`config.mk`:
```
export PLATFORM = sky130hd
export DESIGN_NAME = bsk_alu
export DESIGN_NICKNAME = d
export VERILOG_FILES = /design/src/rtl/bsk_alu_pkg.sv /design/src/rtl/bsk_skew_line.sv /design/src/rtl/bsk_alu_slice.sv /design/src/rtl/bsk_alu.sv
export SDC_FILE = /design/constraint.sdc
export NUM_CORES = 1
export LEC_CHECK = 0
export BUFFER_PORTS_ARGS = -buffer_cell sky130_fd_sc_hd__buf_2
export CAP_MARGIN = 40
export CELL_PAD_IN_SITES_DETAIL_PLACEMENT = 1
export CELL_PAD_IN_SITES_GLOBAL_PLACEMENT = 1
export CORE_MARGIN = 10
export CORE_UTILIZATION = 43
export DETAILED_ROUTE_END_ITERATION = 10
export GPL_TIMING_DRIVEN = 0
export PLACE_DENSITY_LB_ADDON = 0.1
export SLEW_MARGIN = 20
export SYNTH_ARGS = -nofsm -noshare
export SYNTH_HDL_FRONTEND = slang
export SYNTH_SLANG_ARGS = --single-unit
```
`constraint.sdc`:
```
create_clock -name clk -period 2.5 [get_ports clk]
set_input_delay 0.25 -clock clk [delete_from_list [all_inputs] [get_ports clk]]
set_output_delay 0.25 -clock clk [all_outputs]
set_load 0.02 [all_outputs]
```
`src/rtl/bsk_alu_pkg.sv`:
```
// Shared opcode type and opcode classification helpers for the staggered ALU.
// Assumes a 3-bit opcode. Bit 2 clear selects an adder operation.
package bsk_alu_pkg;

    typedef enum logic [2:0] {
        OP_ADD = 3'd0,
        OP_SUB = 3'd1,
        OP_SLT = 3'd2,
        OP_EQ  = 3'd3,
        OP_AND = 3'd4,
        OP_OR  = 3'd5,
        OP_XOR = 3'd6,
        OP_NOR = 3'd7
    } alu_op_e;

    // True when the operation runs through the adder.
    function automatic logic op_uses_adder(alu_op_e op);
        return op inside {OP_ADD, OP_SUB, OP_SLT, OP_EQ};
    endfunction

    // True when operand b is inverted and a carry of one is injected.
    function automatic logic op_inverts_b(alu_op_e op);
        return op inside {OP_SUB, OP_SLT, OP_EQ};
    endfunction

endpackage

```
`src/rtl/bsk_skew_line.sv`:
```
// Fixed-length delay line used both to stagger operands and to re-align results.
// Assumes STAGES >= 1. A zero-length path is wired directly by the caller.
module bsk_skew_line #(
    parameter int WIDTH  = 8,
    parameter int STAGES = 1
) (
    input  logic             clk,
    input  logic             rst_n,
    input  logic [WIDTH-1:0] d,
    output logic [WIDTH-1:0] q
);

    logic [WIDTH-1:0] sr_q [STAGES];

    // Shift the word one position per clock and clear the line on reset.
    always_ff @(posedge clk) begin
        if (!rst_n) begin
            for (int i = 0; i < STAGES; i++) sr_q[i] <= '0;
        end else begin
            sr_q[0] <= d;
            for (int i = 1; i < STAGES; i++) sr_q[i] <= sr_q[i-1];
        end
    end

    assign q = sr_q[STAGES-1];

endmodule

```
`src/rtl/bsk_alu_slice.sv`:
```
// One nibble slice of the staggered ALU.
// It computes in its first stage, using the carry handed over by the previous
// slice in that same cycle. The result then travels down DEPTH pipeline
// registers. The tail of the pipe is both the slice output and the forwarding
// source, so an operation issued DEPTH cycles later can consume it.
// The carry toward the next slice is registered once (the fast copy). The
// final carry rides the pipe with the result (the delayed copy).
module bsk_alu_slice
    import bsk_alu_pkg::*;
#(
    parameter int NIB   = 4,
    parameter int DEPTH = 8
) (
    input  logic           clk,
    input  logic           rst_n,
    input  logic           vld_i,
    input  alu_op_e        op_i,
    input  logic           fwd_a_i,
    input  logic           fwd_b_i,
    input  logic [NIB-1:0] a_i,
    input  logic [NIB-1:0] b_i,
    input  logic           cin_i,
    output logic           cfast_o,
    output logic           vld_o,
    output alu_op_e        op_o,
    output logic [NIB-1:0] res_o,
    output logic           cout_o,
    output logic           lt_o
);

    typedef struct packed {
        logic           vld;
        alu_op_e        op;
        logic [NIB-1:0] val;
        logic           cy;
        logic           lt;
    } stage_t;

    stage_t         pipe_q [DEPTH];
    stage_t         head;
    logic [NIB-1:0] opa, opb, bx, lv;
    logic [NIB:0]   sum_u;
    logic           inv, add, cfast_q;

    // Operand select, adder and logic unit for the slice's first stage.
    always_comb begin
        opa   = fwd_a_i ? pipe_q[DEPTH-1].val : a_i;
        opb   = fwd_b_i ? pipe_q[DEPTH-1].val : b_i;
        inv   = op_inverts_b(op_i);
        add   = op_uses_adder(op_i);
        bx    = inv ? ~opb : opb;
        sum_u = {1'b0, opa} + {1'b0, bx} + {{NIB{1'b0}}, cin_i};
        case (op_i)
            OP_AND:  lv = opa & opb;
            OP_OR:   lv = opa | opb;
            OP_XOR:  lv = opa ^ opb;
            OP_NOR:  lv = ~(opa | opb);
            default: lv = sum_u[NIB-1:0];
        endcase
        head.vld = vld_i;
        head.op  = op_i;
        head.val = lv;
        head.cy  = add & sum_u[NIB];
        // Sign of the sign-extended sum, which is the exact signed less-than.
        head.lt  = opa[NIB-1] ^ bx[NIB-1] ^ sum_u[NIB];
    end

    // Fast carry toward the next slice, ready when that slice starts.
    always_ff @(posedge clk) begin
        if (!rst_n) cfast_q <= 1'b0;
        else        cfast_q <= add & sum_u[NIB];
    end

    // Result pipeline that sets the slice depth.
    always_ff @(posedge clk) begin
        if (!rst_n) begin
            for (int i = 0; i < DEPTH; i++) pipe_q[i] <= '0;
        end else begin
            pipe_q[0] <= head;
            for (int i = 1; i < DEPTH; i++) pipe_q[i] <= pipe_q[i-1];
        end
    end

    assign cfast_o = cfast_q;
    assign vld_o   = pipe_q[DEPTH-1].vld;
    assign op_o    = pipe_q[DEPTH-1].op;
    assign res_o   = pipe_q[DEPTH-1].val;
    assign cout_o  = pipe_q[DEPTH-1].cy;
    assign lt_o    = pipe_q[DEPTH-1].lt;

endmodule

```
`src/rtl/bsk_alu.sv`:
```
// Staggered 32-bit ALU top level: input skew lines, the slice chain, result
// de-skew, and the registered output stage that resolves flags.
// Assumes a forward select is raised only when a valid producer issued exactly
// DEPTH cycles earlier. Latency to the aligned output is SLICES+DEPTH.
module bsk_alu
    import bsk_alu_pkg::*;
#(
    parameter int NIB    = 4,
    parameter int SLICES = 8,
    parameter int DEPTH  = 8
) (
    input  logic                    clk,
    input  logic                    rst_n,
    input  logic                    vld_i,
    input  logic [2:0]              op_i,
    input  logic                    fwd_a_i,
    input  logic                    fwd_b_i,
    input  logic [NIB*SLICES-1:0]   a_i,
    input  logic [NIB*SLICES-1:0]   b_i,
    output logic [SLICES-1:0]       skew_vld_o,
    output logic [NIB*SLICES-1:0]   skew_res_o,
    output logic                    vld_o,
    output logic [NIB*SLICES-1:0]   res_o,
    output logic                    cout_o
);

    localparam int W    = NIB * SLICES;
    localparam int LAST = SLICES - 1;
    localparam int LAT  = SLICES + DEPTH;

    typedef struct packed {
        logic           vld;
        logic [2:0]     op;
        logic           fa;
        logic           fb;
        logic [NIB-1:0] a;
        logic [NIB-1:0] b;
    } lane_t;

    lane_t          lane_in [SLICES];
    lane_t          lane_at [SLICES];
    logic           sl_cin  [SLICES];
    logic           sl_cf   [SLICES];
    logic           sl_vld  [SLICES];
    alu_op_e        sl_op   [SLICES];
    logic [NIB-1:0] sl_res  [SLICES];
    logic           sl_cout [SLICES];
    logic           sl_lt   [SLICES];
    logic [NIB-1:0] al_res  [SLICES];
    logic [W-1:0]   raw;

    logic           out_vld_q;
    alu_op_e        out_op_q;
    logic [W-1:0]   out_res_q;
    logic           out_cy_q;

    for (genvar k = 0; k < SLICES; k++) begin : g_slice
        // Bundle slice k's share of the issue.
        assign lane_in[k] = '{vld: vld_i, op: op_i, fa: fwd_a_i, fb: fwd_b_i,
                              a: a_i[k*NIB +: NIB], b: b_i[k*NIB +: NIB]};

        if (k == 0) begin : g_head
            assign lane_at[k] = lane_in[k];
            assign sl_cin[k]  = op_inverts_b(alu_op_e'(lane_at[k].op));
        end else begin : g_tail
            bsk_skew_line #(.WIDTH($bits(lane_t)), .STAGES(k)) u_skew (
                .clk   (clk),
                .rst_n (rst_n),
                .d     (lane_in[k]),
                .q     (lane_at[k])
            );
            assign sl_cin[k] = sl_cf[k-1];
        end

        bsk_alu_slice #(.NIB(NIB), .DEPTH(DEPTH)) u_slice (
            .clk     (clk),
            .rst_n   (rst_n),
            .vld_i   (lane_at[k].vld),
            .op_i    (alu_op_e'(lane_at[k].op)),
            .fwd_a_i (lane_at[k].fa),
            .fwd_b_i (lane_at[k].fb),
            .a_i     (lane_at[k].a),
            .b_i     (lane_at[k].b),
            .cin_i   (sl_cin[k]),
            .cfast_o (sl_cf[k]),
            .vld_o   (sl_vld[k]),
            .op_o    (sl_op[k]),
            .res_o   (sl_res[k]),
            .cout_o  (sl_cout[k]),
            .lt_o    (sl_lt[k])
        );

        // Hold earlier nibbles back until the last slice has finished.
        if (k == LAST) begin : g_al_direct
            assign al_res[k] = sl_res[k];
        end else begin : g_al_delay
            bsk_skew_line #(.WIDTH(NIB), .STAGES(LAST - k)) u_deskew (
                .clk   (clk),
                .rst_n (rst_n),
                .d     (sl_res[k]),
                .q     (al_res[k])
            );
        end

        assign skew_vld_o[k]            = sl_vld[k];
        assign skew_res_o[k*NIB +: NIB] = sl_res[k];
    end

    // Gather the re-aligned nibbles into one word.
    always_comb begin
        raw = '0;
        for (int k = 0; k < SLICES; k++) raw[k*NIB +: NIB] = al_res[k];
    end

    // Output stage: turn the difference into a flag for SLT and EQ.
    always_ff @(posedge clk) begin
        if (!rst_n) begin
            out_vld_q <= 1'b0;
            out_op_q  <= OP_ADD;
            out_res_q <= '0;
            out_cy_q  <= 1'b0;
        end else begin
            out_vld_q <= sl_vld[LAST];
            out_op_q  <= sl_op[LAST];
            out_cy_q  <= sl_cout[LAST];
            case (sl_op[LAST])
                OP_SLT:  out_res_q <= {{(W-1){1'b0}}, sl_lt[LAST]};
                OP_EQ:   out_res_q <= {{(W-1){1'b0}}, (raw == '0)};
                default: out_res_q <= raw;
            endcase
        end
    end

    assign vld_o  = out_vld_q;
    assign res_o  = out_res_q;
    assign cout_o = out_cy_q;

endmodule

```
==> metrics.csv, run 1 <==
stage,metric,value,unit
synthesis,ys_warn_count,0,
synthesis,synth.distinct_cells,44,
outcome,status,"complete, no violations",
setup_path,slowest_stage,fa_2,
power_and_ir_drop,seqPwrFrac,50.0,%
sta,hold_viol,0,
power_and_ir_drop,power.share.combinational,4.0,%
clocking,clock_latency,600,ps
sta,worst_pin_slew,781,ps
setup_path,cp_num_cells,8,
synthesis,postSynthAreaPerCell,11.1,sq um
placement,hpwl,44300,um
final_layout,design_area,29000,sq um
synthesis,synth_common_cells,"723 x dfxtp_1, 651 x and2_1, 111 x clkbuf_1, 88 x ha_1, 85 x inv_1",
sta,period_needed,2420,ps
setup_path,critPathRequiredTime,3020,ps
detailed_routing,ant_nets,0,
clocking,h-tree-depth,3,
setup_path,endpoint_kind,flop,
clocking,path_clk_slew,60,ps
global_routing,grt_pass1_vias,16100,
setup_path,critical_path_arrival,2940,ps
synthesis,yosysMostFrequentCell,dfxtp_1,
die,die_y,256,um
setup_path,cp-start-kind,flop,
global_routing,grt_antenna_before_repair,10,
detailed_routing,drc,0,
final_layout,drive_gt1_share,15.6,%
power_and_ir_drop,p_int,18.6,mW
setup_path,rr_worst_depth,8,
run,maxCapViolations,0,
detailed_routing,vias,14800,
die,fp.dieArea,65700,sq um
synthesis,synth_area_leaders,"dfxtp_1 60%, and2_1 17%, ha_1 4.6%, mux2i_1 2.4%, clkbuf_1 1.7%",
placement,portBuffers,140,
setup_path,worstSetupStartpoint,g_slice[7].g_tail.u_skew.sr_q[3][8],
setup_path,crit_chain,clkbuf_8 > mux2i_4 > xor2_2 > fa_2 > fa_2 > a21o_1 > or3b_4 > a21oi_2,
setup_path,crit_family,adder cells,
synthesis,synth_top_area_share,60.3,%
die,initial_core_util,43.5,%
power_and_ir_drop,p_leak,13.0,nW
setup_path,r2r-end,g_slice[7].u_slice.pipe_q[0][0],
clocking,cts_sinks,723,
die,fp-row-count,86,
die,core,55200,sq um
setup_path,critPathKind,reg2reg,
setup_path,critical_path.endpoint,g_slice[7].u_slice.pipe_q[0][0],
clocking,cts_root_buf,clkbuf_16,
synthesis,yosys.area.top_type,dfxtp_1,
final_layout,nNetsFinal,2608,
sta,relSlewSlack,47.9,%
setup_path,crit_top_cell,fa_2,
setup_path,critPathBufInv,1,
setup_path,crit_fanout,4,
synthesis,netlist_instances,2162,
synthesis,synth_edf_count,0,
power_and_ir_drop,ir_drop,0.502,mV
detailed_routing,drtIter0Drc,379,
detailed_routing,routedWlPerCell,18.5,um
detailed_routing,viasPerCell,4.58,
detailed_routing,firstDrtPassIters,4,
synthesis,synthesis.area,24000,sq um
synthesis,ys.flop_type,dfxtp_1,
power_and_ir_drop,pwr_density_cell,814,nW/um^2
clocking,clockBufferDepth,3,
sta,rsz0062_at_grt,true,
synthesis,synth_nets,2337,
global_routing,grt_max_degree,15,
global_routing,grt_usage,18.2,%
power_and_ir_drop,power.switching,5.01,mW
die,io_pins,146,
die,fp.dieW,256,um
setup_path,slowest_delay,420,ps
power_and_ir_drop,power_frac_clock,46.0,%
clocking,tritoncts,yes,
clocking,numCtsBuffers,74,
sta,final.setup_skew,18.6,ps
sta,slew_viol_final,0,
sta,fmax,0.413,GHz
setup_path,rrSetupSlack,80,ps
synthesis,synth-seq-area-share,60.3,%
global_routing,overflow,0,
sta,min_period_over_period,96.8,%
synthesis,synthArstFlopShare,0,%
setup_path,worstReg2RegStart,g_slice[7].g_tail.u_skew.sr_q[3][8],
global_routing,grt_pass1_wl,92300,um
power_and_ir_drop,finalPower,23.6,mW
detailed_routing,routed_wirelength,59900,um
placement,place.gp.congestion,0.825,
synthesis,synth.ff_latch_count,723,
final_layout,fillerInstances,5860,
final_layout,syn_to_final_growth,20.8,%
placement,placed_cell_area,25800,sq um
sta,setup_violations,0,
hold_path,hp-class,in2reg,
power_and_ir_drop,switching_share,21.2,%
==> state kept, by name (all words and copies together), names as in the netlist <==
| signal | flops |
|---|---|
| g_slice.g_tail.u_skew.sr_q | 250 |
| res_o | 32 |
| cout_o | 1 |
| vld_o | 1 |
| g_slice.u_slice.pipe_q | 327 |
| g_slice.g_al_delay.u_deskew.sr_q | 112 |
==> placed cells by master (no fill, tap or decap), types with 3 or more instances in the layout <==
master	count
nor3b_1	3
xor2_1	39
mux2i_1	49
inv_1	85
dfxtp_1	696
dfxtp_2	25
nor4_1	9
a211oi_1	14
o21bai_4	7
o21ai_0	49
xnor2_1	6
mux2i_4	6
clkbuf_8	17
nor2_1	41
dlygate4sd3_1	61
bufinv_16	3
o311ai_0	10
o31ai_1	4
buf_4	48
clkinv_2	10
nand2_1	27
clkbuf_1	101
fa_2	3
buf_2	144
fa_1	12
and2_1	651
a21oi_1	40
mux2i_2	5
buf_6	9
nand2b_1	12
ha_1	88
nor2b_1	32
nor3_1	8
clkbuf_16	79
clkinvlp_4	3
and3_1	31
a21o_1	16
mux2_2	12
==> worst reg2reg max path: stages (launching register included) <==
cell      delay, ps
dfxtp_2         340
clkbuf_8        150
mux2i_4         270
xor2_2          120
fa_2            420
fa_2            370
a21o_1          180
or3b_4          370
a21oi_2         130
==> power groups by stage <==
| stage | Sequential (mW) | Combinational (mW) | Clock (mW) |
|---|---|---|---|
| after detailed placement | 12.0 | 0.898 | 0 |
| final | 11.8 | 0.953 | 10.9 |
| after global routing | 11.8 | 1.07 | 11.6 |
| after CTS | 11.8 | 0.966 | 11.1 |
| after floorplan | 12.0 | 0.538 | 0 |
| after global placement | 12.0 | 0.847 | 0 |
==> per-stage QoR <==
stage / utilization (%) / hold slack, ps / worst slack [ps] / TNS, ps / cells
after CTS: 52.3 / 128 / -21.6 / -21.6 / 3231
after floorplan: - / 377 / 10.4 / 0 / 2162
final: 52.6 / 147 / 80.9 / 0 / 3233
after global routing: 52.6 / 155 / -18.0 / -34.8 / 3232
after detailed placement: 46.7 / 419 / -565 / -5890 / 3057
after global placement: 46.5 / 409 / -590 / -5220 / 3050
==> layout make-up <==
| class | count | area [sq um] | share of cell area [%] |
|---|---|---|---|
| Clock buffer | 108 | 2230 | 7.67 |
| Clock inverter | 19 | 189 | 0.651 |
| Inverter | 85 | 319 | 1.10 |
| Timing Repair Buffer | 212 | 1430 | 4.93 |
| Sequential cell | 723 | 14500 | 50.0 |
| Tap cell | 748 | 936 | 3.23 |
| Multi-Input combinational cell | 1192 | 8620 | 29.7 |
| Antenna cell | 1 | 2.50 | 0.00863 |
| Buffer | 145 | 773 | 2.67 |
==> timing repair <==
| action | in CTS | in global routing |
|---|---|---|
| endpoints found under the hold margin | 62 | 0 |
| resized for setup | 45 | 37 |
| endpoints found under the setup margin | 26 | 14 |
| cloned | 0 | 0 |
| pin swaps | 2 | 6 |
| hold buffers | 61 | 0 |
| setup buffers | 2 | 1 |
==> metal layers <==
metal  track usage (%)  wire length (um)  up-vias
met1              21.6             26000     7209
met2              32.7             30000      242
met3              3.11              2730       85
met5                 0                 0        -
met4              5.75              1200        0
li1                  -                 -     7287
==> kinds of logic (layout without fill, tap and decap cells) <==
group / Yosys count / after routing / share of synthesized area, %
compound gates: 149 / 149 / 3.83
xor+xnor: 46 / 46 / 1.68
fa+ha+maj: 103 / 103 / 5.83
buf+inv: 247 / 569 / 4.58
flops: 723 / 723 / 60.3
mux: 72 / 72 / 3.13
other cells: 0 / 1 / 0
simple gates: 822 / 822 / 20.7
==> how the worst min path moves through the flow <==
stage | start | end | slack (ps) | cells after the start
2_1_floorplan | b_i[4] | g_slice[1].g_tail.u_skew.sr_q[0][0] | 380 | 1
3_3_place_gp | g_slice[7].g_tail.u_skew.sr_q[0][1] | g_slice[7].g_tail.u_skew.sr_q[0][15] | 410 | 1
3_5_place_dp | g_slice[3].g_al_delay.u_deskew.sr_q[1][1] | g_slice[3].g_al_delay.u_deskew.sr_q[2][1] | 420 | 1
4_1_cts | rst_n | g_slice[3].u_slice.pipe_q[0][38] | 130 | 2
5_1_grt | rst_n | g_slice[3].u_slice.pipe_q[0][38] | 160 | 2
6_report | rst_n | g_slice[3].u_slice.pipe_q[0][38] | 150 | 2
(Power assumes the default switching activity.)
==> inputs of run 2 (changes only) <==
Settings changed: CORE_UTILIZATION 43 to 48.
Clock period 2.5 ns to 2.7 ns, I/O delays scaled along.
==> run 2 against run 1 <==
Critical path depth did not move. Largest cell class unchanged. Critical path type unchanged. Final cell count fell by 2.6%. Register-to-register slack barely moved.
==> metrics.csv, run 2 (same netlist as run 1, synthesis figures left out) <==
stage,metric,value,unit,change
setup_path,critical_path_arrival,3120,ps,+180 ps
power_and_ir_drop,pwr_density_cell,760,nW/um^2,-6.7%
placement,place_ws,-524,ps,+41.4 ps
sta,min_period_over_period,96.8,%,about the same
power_and_ir_drop,seqPwrFrac,50.2,%,+0.2 points
die,die_y,244,um,-4.9%
final_layout,ff_latch_area,14500,sq um,-0.20%
die,fp.dieArea,59400,sq um,-9.6%
power_and_ir_drop,p_int,17.1,mW,-8.2%
power_and_ir_drop,power_frac_clock,45.8,%,-0.2 points
detailed_routing,drc,0,,unchanged
die,fp.dieW,244,um,-4.9%
sta,finalSetupTns,0,ps,unchanged
hold_path,hp-class,in2reg,,
die,fp-row-count,81,,-5.8%
global_routing,overflow,0,,unchanged
placement,portBuffers,140,,unchanged
detailed_routing,viasPerCell,4.71,,+2.7%
setup_path,critPathKind,reg2reg,,
die,io_pins,146,,unchanged
hold_path,hold_end,g_slice[0].u_slice.pipe_q[0][5],,
power_and_ir_drop,ir_drop,0.491,mV,-2.0%
sta,fmax,0.382,GHz,-7.5%
clocking,numCtsBuffers,72,,-2.7%
detailed_routing,firstDrtPassIters,4,,unchanged
setup_path,worstReg2RegStart,g_slice[3].u_slice.pipe_q[0][36],,
setup_path,rr_worst_depth,8,,unchanged
clocking,cts_sinks,723,,unchanged
global_routing,grt_pass1_vias,16300,,+1.2%
clocking,tritoncts,yes,,
clocking,cts_setup_buffers,0,,-2
sta,setup_slack,85.3,ps,+4.41 ps
final_layout,nNetsFinal,2602,,-0.23%
final_layout,syn_to_final_growth,19.3,%,
setup_path,critPathRequiredTime,3200,ps,+180 ps
clocking,cts_root_buf,clkbuf_16,,
hold_path,worstHoldStart,op_i[1],,
detailed_routing,ant_nets,0,,unchanged
sta,slew_viol_final,0,,unchanged
final_layout,final_cell_mix,"717 x dfxtp_1, 651 x and2_1, 144 x buf_2",,
final_layout,multiInputGateArea,8520,sq um,-1.2%
setup_path,crit_fanout,10,,+6
setup_path,endpoint_kind,flop,,
run,maxCapViolations,0,,unchanged
power_and_ir_drop,power.switching,4.70,mW,-6.3%
detailed_routing,routed_wirelength,59900,um,about the same
sta,rsz0062_at_grt,true,,
sta,setup_violations,0,,unchanged
placement,place.gp.congestion,0.841,,+1.9%
clocking,clock_latency,610,ps,about the same
sta,holdWs,67.5,ps,-79.0 ps
setup_path,r2r-end,g_slice[7].u_slice.pipe_q[0][0],,
die,initial_core_util,48.8,%,+5.3 points
global_routing,grt_pass1_wl,92900,um,+0.67%
sta,relSlewSlack,45.5,%,-2.5 points
hold_path,worstHoldPathCells,3,,+1
power_and_ir_drop,power.share.combinational,4.0,%,about the same
clocking,h-tree-depth,3,,unchanged
sta,worst_pin_slew,818,ps,+37.0 ps
final_layout,fillerInstances,5209,,-11%
sta,period_needed,2610,ps,+196 ps
global_routing,grt_antenna_before_repair,2,,-8
final_layout,drive_gt1_share,14.4,%,-1.3 points
final_layout,largest_reg_flops,327,,unchanged
final_layout,reg_top3,"g_slice.u_slice.pipe_q: 327 flops, g_slice.g_tail.u_skew.sr_q: 250 flops, g_slice.g_al_delay.u_deskew.sr_q: 112 flops",,
detailed_routing,routedWlPerCell,19.0,um,+2.7%
power_and_ir_drop,p_leak,13.0,nW,-0.68%
final_layout,final_common_cell,dfxtp_1,,
detailed_routing,drtIter0Drc,515,,+36%
global_routing,grt_max_degree,16,,+1
outcome,status,"complete, no violations",,
sta,hold_viol,0,,unchanged
global_routing,grt_usage,20.2,%,+2.0 points
final_layout,regMostFlops,g_slice.u_slice.pipe_q,,
placement,hpwl,42500,um,-4.0%
clocking,path_clk_slew,60,ps,about the same
setup_path,rrSetupSlack,90,ps,about the same
clocking,clockBufferDepth,3,,unchanged
die,core,49300,sq um,-11%
setup_path,cp-start-kind,flop,,
sta,final.setup_skew,31.5,ps,+12.9 ps
detailed_routing,vias,14800,,+0.020%
power_and_ir_drop,finalPower,21.8,mW,-7.8%
power_and_ir_drop,switching_share,21.6,%,+0.35 points
run 2: worst max-delay path, stage by stage, from the launching register on:
cell and delay, ps:
dfxtp_4 370, clkbuf_8 170, o21bai_4 220, xor2_1 130, fa_2 440, fa_1 410, a21o_1 210, or3b_2 430
a21oi_1 150
run 2: power by group through the flow:
stage                     Combinational (mW)  Clock, mW  Sequential, mW
after floorplan                        0.498          0            11.1
after global placement                 0.770          0            11.1
after detailed placement               0.816          0            11.1
after CTS                              0.891       10.2            10.9
after global routing                   0.983       10.6            10.9
final                                  0.869       9.98            10.9
run 2: through the flow:
step	instances	utilization (%)	area, sq um
finish	3149	58.2	28700
global route	3143	58.1	28600
CTS	3150	58.1	28600
detailed placement	2971	52.0	25600
global placement	2966	51.9	25600
floorplan	2162	-	24000
run 2: worst max path at each step:
| stage | start | endpoint | slack, ps | depth (start not counted) |
|---|---|---|---|---|
| after CTS | g_slice[7].g_tail.u_skew.sr_q[1][9] | g_slice[3].u_slice.pipe_q[0][1] | 7 | 7 |
| after floorplan | g_slice[3].u_slice.pipe_q[0][36] | g_slice[7].u_slice.pipe_q[0][0] | 50 | 8 |
| after global routing | g_slice[7].g_tail.u_skew.sr_q[0][23] | g_slice[2].u_slice.pipe_q[0][4] | -10 | 7 |
| final | g_slice[3].u_slice.pipe_q[0][36] | g_slice[7].u_slice.pipe_q[0][0] | 90 | 8 |
| after detailed placement | g_slice[3].u_slice.pipe_q[0][36] | g_slice[7].u_slice.pipe_q[0][0] | -520 | 8 |
| after global placement | g_slice[3].u_slice.pipe_q[0][36] | g_slice[7].u_slice.pipe_q[0][0] | -480 | 8 |
run 2: final cells by class:
class	count	area share, %
antenna	6	0.0524
clock inverter	32	1.25
sequential	723	50.5
timing repair buffer	205	4.75
clock buffer	94	7.03
buffer	148	2.63
multi-input combinational	1192	29.7
inverter	85	1.11
tap	664	2.90
run 2: routing by layer:
| metal | share of wire (%) | vias to the layer above | global-route usage (%) |
|---|---|---|---|
| li1 | - | 7281 | - |
| met1 | 43 | 7252 | 24.4 |
| met2 | 50 | 209 | 35.9 |
| met3 | 4.3 | 84 | 3.50 |
| met4 | 2.4 | 0 | 6.14 |
| met5 | 0 | - | 0 |
run 2: repair_timing:
action | 4_1_cts | 5_1_grt
gates resized for setup | 21 | 19
endpoints found under the setup margin | 19 | 12
hold endpoints to repair | 61 | 0
hold buffers | 60 | 0
==> inputs of run 3 (changes only) <==
Settings changed: CORE_ASPECT_RATIO set to 0.8.
==> run 3 against run 2 <==
Maximum frequency grew 1.2%. Setup slack gained 31 ps. Core utilization shrank 0.44 points. Count of clock-buffer cells in the layout grew 3. Power shrank 0.40%. Clock power shrank 0.9%.
==> metrics.csv, run 3 (same netlist as run 1, synthesis figures left out) <==
stage,metric,value,unit,change
outcome,status,"complete, no violations",,
detailed_routing,drc,0,,unchanged
die,die_y,220,um,-9.7%
detailed_routing,drtIter0Drc,575,,+12%
clocking,h-tree-depth,3,,unchanged
power_and_ir_drop,ir_drop,0.397,mV,-19%
sta,min_period_over_period,95.7,%,-1.2 points
sta,hold_viol,0,,unchanged
power_and_ir_drop,pwr_density_cell,757,nW/um^2,-0.34%
placement,place_ws,-353,ps,+171 ps
final_layout,largest_reg_flops,327,,unchanged
die,fp.dieArea,59400,sq um,about the same
clocking,clockBufferDepth,3,,unchanged
sta,fmax,0.387,GHz,+1.2%
clocking,cts_root_buf,clkbuf_16,,
setup_path,critPathKind,reg2reg,,
placement,placed_cell_area,25600,sq um,about the same
sta,worst_pin_slew,786,ps,-32.3 ps
global_routing,overflow,0,,unchanged
setup_path,critical_path_arrival,3100,ps,-20 ps
power_and_ir_drop,p_leak,12.9,nW,about the same
detailed_routing,routedWlPerCell,18.9,um,-0.36%
placement,placedCellCount,2981,,+0.34%
final_layout,final_common_cell,dfxtp_1,,
final_layout,reg_top3,"g_slice.u_slice.pipe_q: 327 flops, g_slice.g_tail.u_skew.sr_q: 250 flops, g_slice.g_al_delay.u_deskew.sr_q: 112 flops",,
die,core,49600,sq um,+0.69%
final_layout,drive_gt1_share,14.2,%,-0.14 points
sta,relSlewSlack,47.6,%,+2.2 points
run,maxCapViolations,0,,unchanged
setup_path,rrSetupSlack,120,ps,+30 ps
hold_path,hp-class,in2reg,,
sta,period_needed,2580,ps,-31.4 ps
setup_path,critPathRequiredTime,3220,ps,+20 ps
sta,rsz0062_at_grt,false,,
global_routing,grt_usage,20.3,%,+0.16 points
die,fp-row-count,73,,-9.9%
final_layout,design_area,28600,sq um,about the same
clocking,path_clk_slew,60,ps,about the same
global_routing,grt_max_degree,16,,unchanged
final_layout,final_cell_mix,"715 x dfxtp_1, 651 x and2_1, 145 x buf_2",,
detailed_routing,routed_wirelength,59700,um,-0.20%
clocking,numCtsBuffers,69,,-4.2%
die,initial_core_util,48.4,%,-0.34 points
setup_path,crit_fanout,5,,-5
setup_path,cp-start-kind,flop,,
clocking,tritoncts,yes,,
detailed_routing,viasPerCell,4.69,,-0.35%
final_layout,finalNonFillerCells,3154,,+0.16%
global_routing,grt_pass1_vias,16400,,+0.17%
global_routing,grt_antenna_before_repair,9,,+7
detailed_routing,firstDrtPassIters,4,,unchanged
clocking,cts_setup_buffers,0,,unchanged
placement,portBuffers,140,,unchanged
placement,hpwl,43100,um,+1.4%
clocking,cts_sinks,723,,unchanged
placement,place.gp.congestion,0.832,,-1.1%
sta,slew_viol_final,0,,unchanged
hold_path,worstHoldPathCells,2,,-1
sta,final.setup_skew,15.8,ps,-15.7 ps
final_layout,multiInputGateArea,8520,sq um,about the same
sta,setup_slack,117,ps,+31.4 ps
die,fp.dieW,270,um,+11%
sta,setup_violations,0,,unchanged
final_layout,fillerInstances,5217,,+0.15%
detailed_routing,ant_nets,0,,unchanged
global_routing,grt_pass1_wl,92400,um,-0.63%
final_layout,nNetsFinal,2598,,-0.15%
setup_path,endpoint_kind,flop,,
final_layout,ff_latch_area,14500,sq um,about the same
die,io_pins,146,,unchanged
setup_path,rr_worst_depth,7,,-1
detailed_routing,vias,14800,,-0.19%
final_layout,regMostFlops,g_slice.u_slice.pipe_q,,
clocking,clock_latency,600,ps,about the same
final_layout,syn_to_final_growth,19.2,%,about the same
## run 3: cell count changes in the layout (fill, tap and decap cells not counted), moves of 2 or more
cell / before / now
clkbuf_2: 3 / 5
mux2i_2: 6 / 4
dfxtp_2: 5 / 7
clkbuf_8: 12 / 14
diode_2: 6 / 3
dfxtp_1: 717 / 715
clkinv_2: 16 / 12
## run 3: worst paths after layout
| path | start | to |
|---|---|---|
| min | op_i[1] | g_slice[7].g_tail.u_skew.sr_q[0][11] |
| max reg2reg | g_slice[7].u_slice.pipe_q[1][32] | g_slice[7].u_slice.pipe_q[0][0] |
| min reg2reg | g_slice[4].g_tail.u_skew.sr_q[2][4] | g_slice[4].g_tail.u_skew.sr_q[3][4] |
| max | g_slice[7].u_slice.pipe_q[1][32] | g_slice[7].u_slice.pipe_q[0][0] |
## run 3: power breakdown
part           internal (mW)  switching [mW]  total [mW]
Clock                   5.86            4.03        9.89
Sequential              10.9          0.0676        10.9
Combinational          0.366           0.505       0.871
## run 3: cell type report
class | instances | area share (%)
multi-input combinational | 1192 | 29.8
buffer | 147 | 2.57
timing repair buffer | 205 | 4.75
sequential | 723 | 50.6
clock buffer | 97 | 7.11
inverter | 85 | 1.11
tap | 675 | 2.95
clock inverter | 27 | 1.13
antenna | 3 | 0.0262
## run 3: metrics by stage
step	power [mW]	util, %	setup TNS (ps)	hold slack, ps
finish	21.7	57.7	0	63.6
global route	22.5	57.7	0	34.9
CTS	21.9	57.7	0	24.6
detailed placement	12.0	51.6	-1200	419
global placement	11.9	51.5	-882	413
floorplan	11.6	-	0	397
## run 3: metal layers
layer  part of all wire [%]  track usage, %  up-vias
met1                     46            25.3     7222
met5                      0               0        -
met2                     48            35.5      243
met3                    4.2            4.09       72
li1                       -               -     7261
met4                    1.8            5.89        0
## run 3: worst max-delay path: stages, from the launching register on
cell	delay, ps
dfxtp_2	480
mux2i_4	130
xor2_1	180
fa_1	480
fa_1	420
a21o_1	210
or3b_2	450
a21oi_1	140
## run 3: timing repair
action / 4_1_cts / 5_1_grt
gates cloned: 0 / 0
setup endpoints to repair: 16 / 13
endpoints found under the hold margin: 61 / 0
hold buffers: 60 / 0
resized for setup: 17 / 18
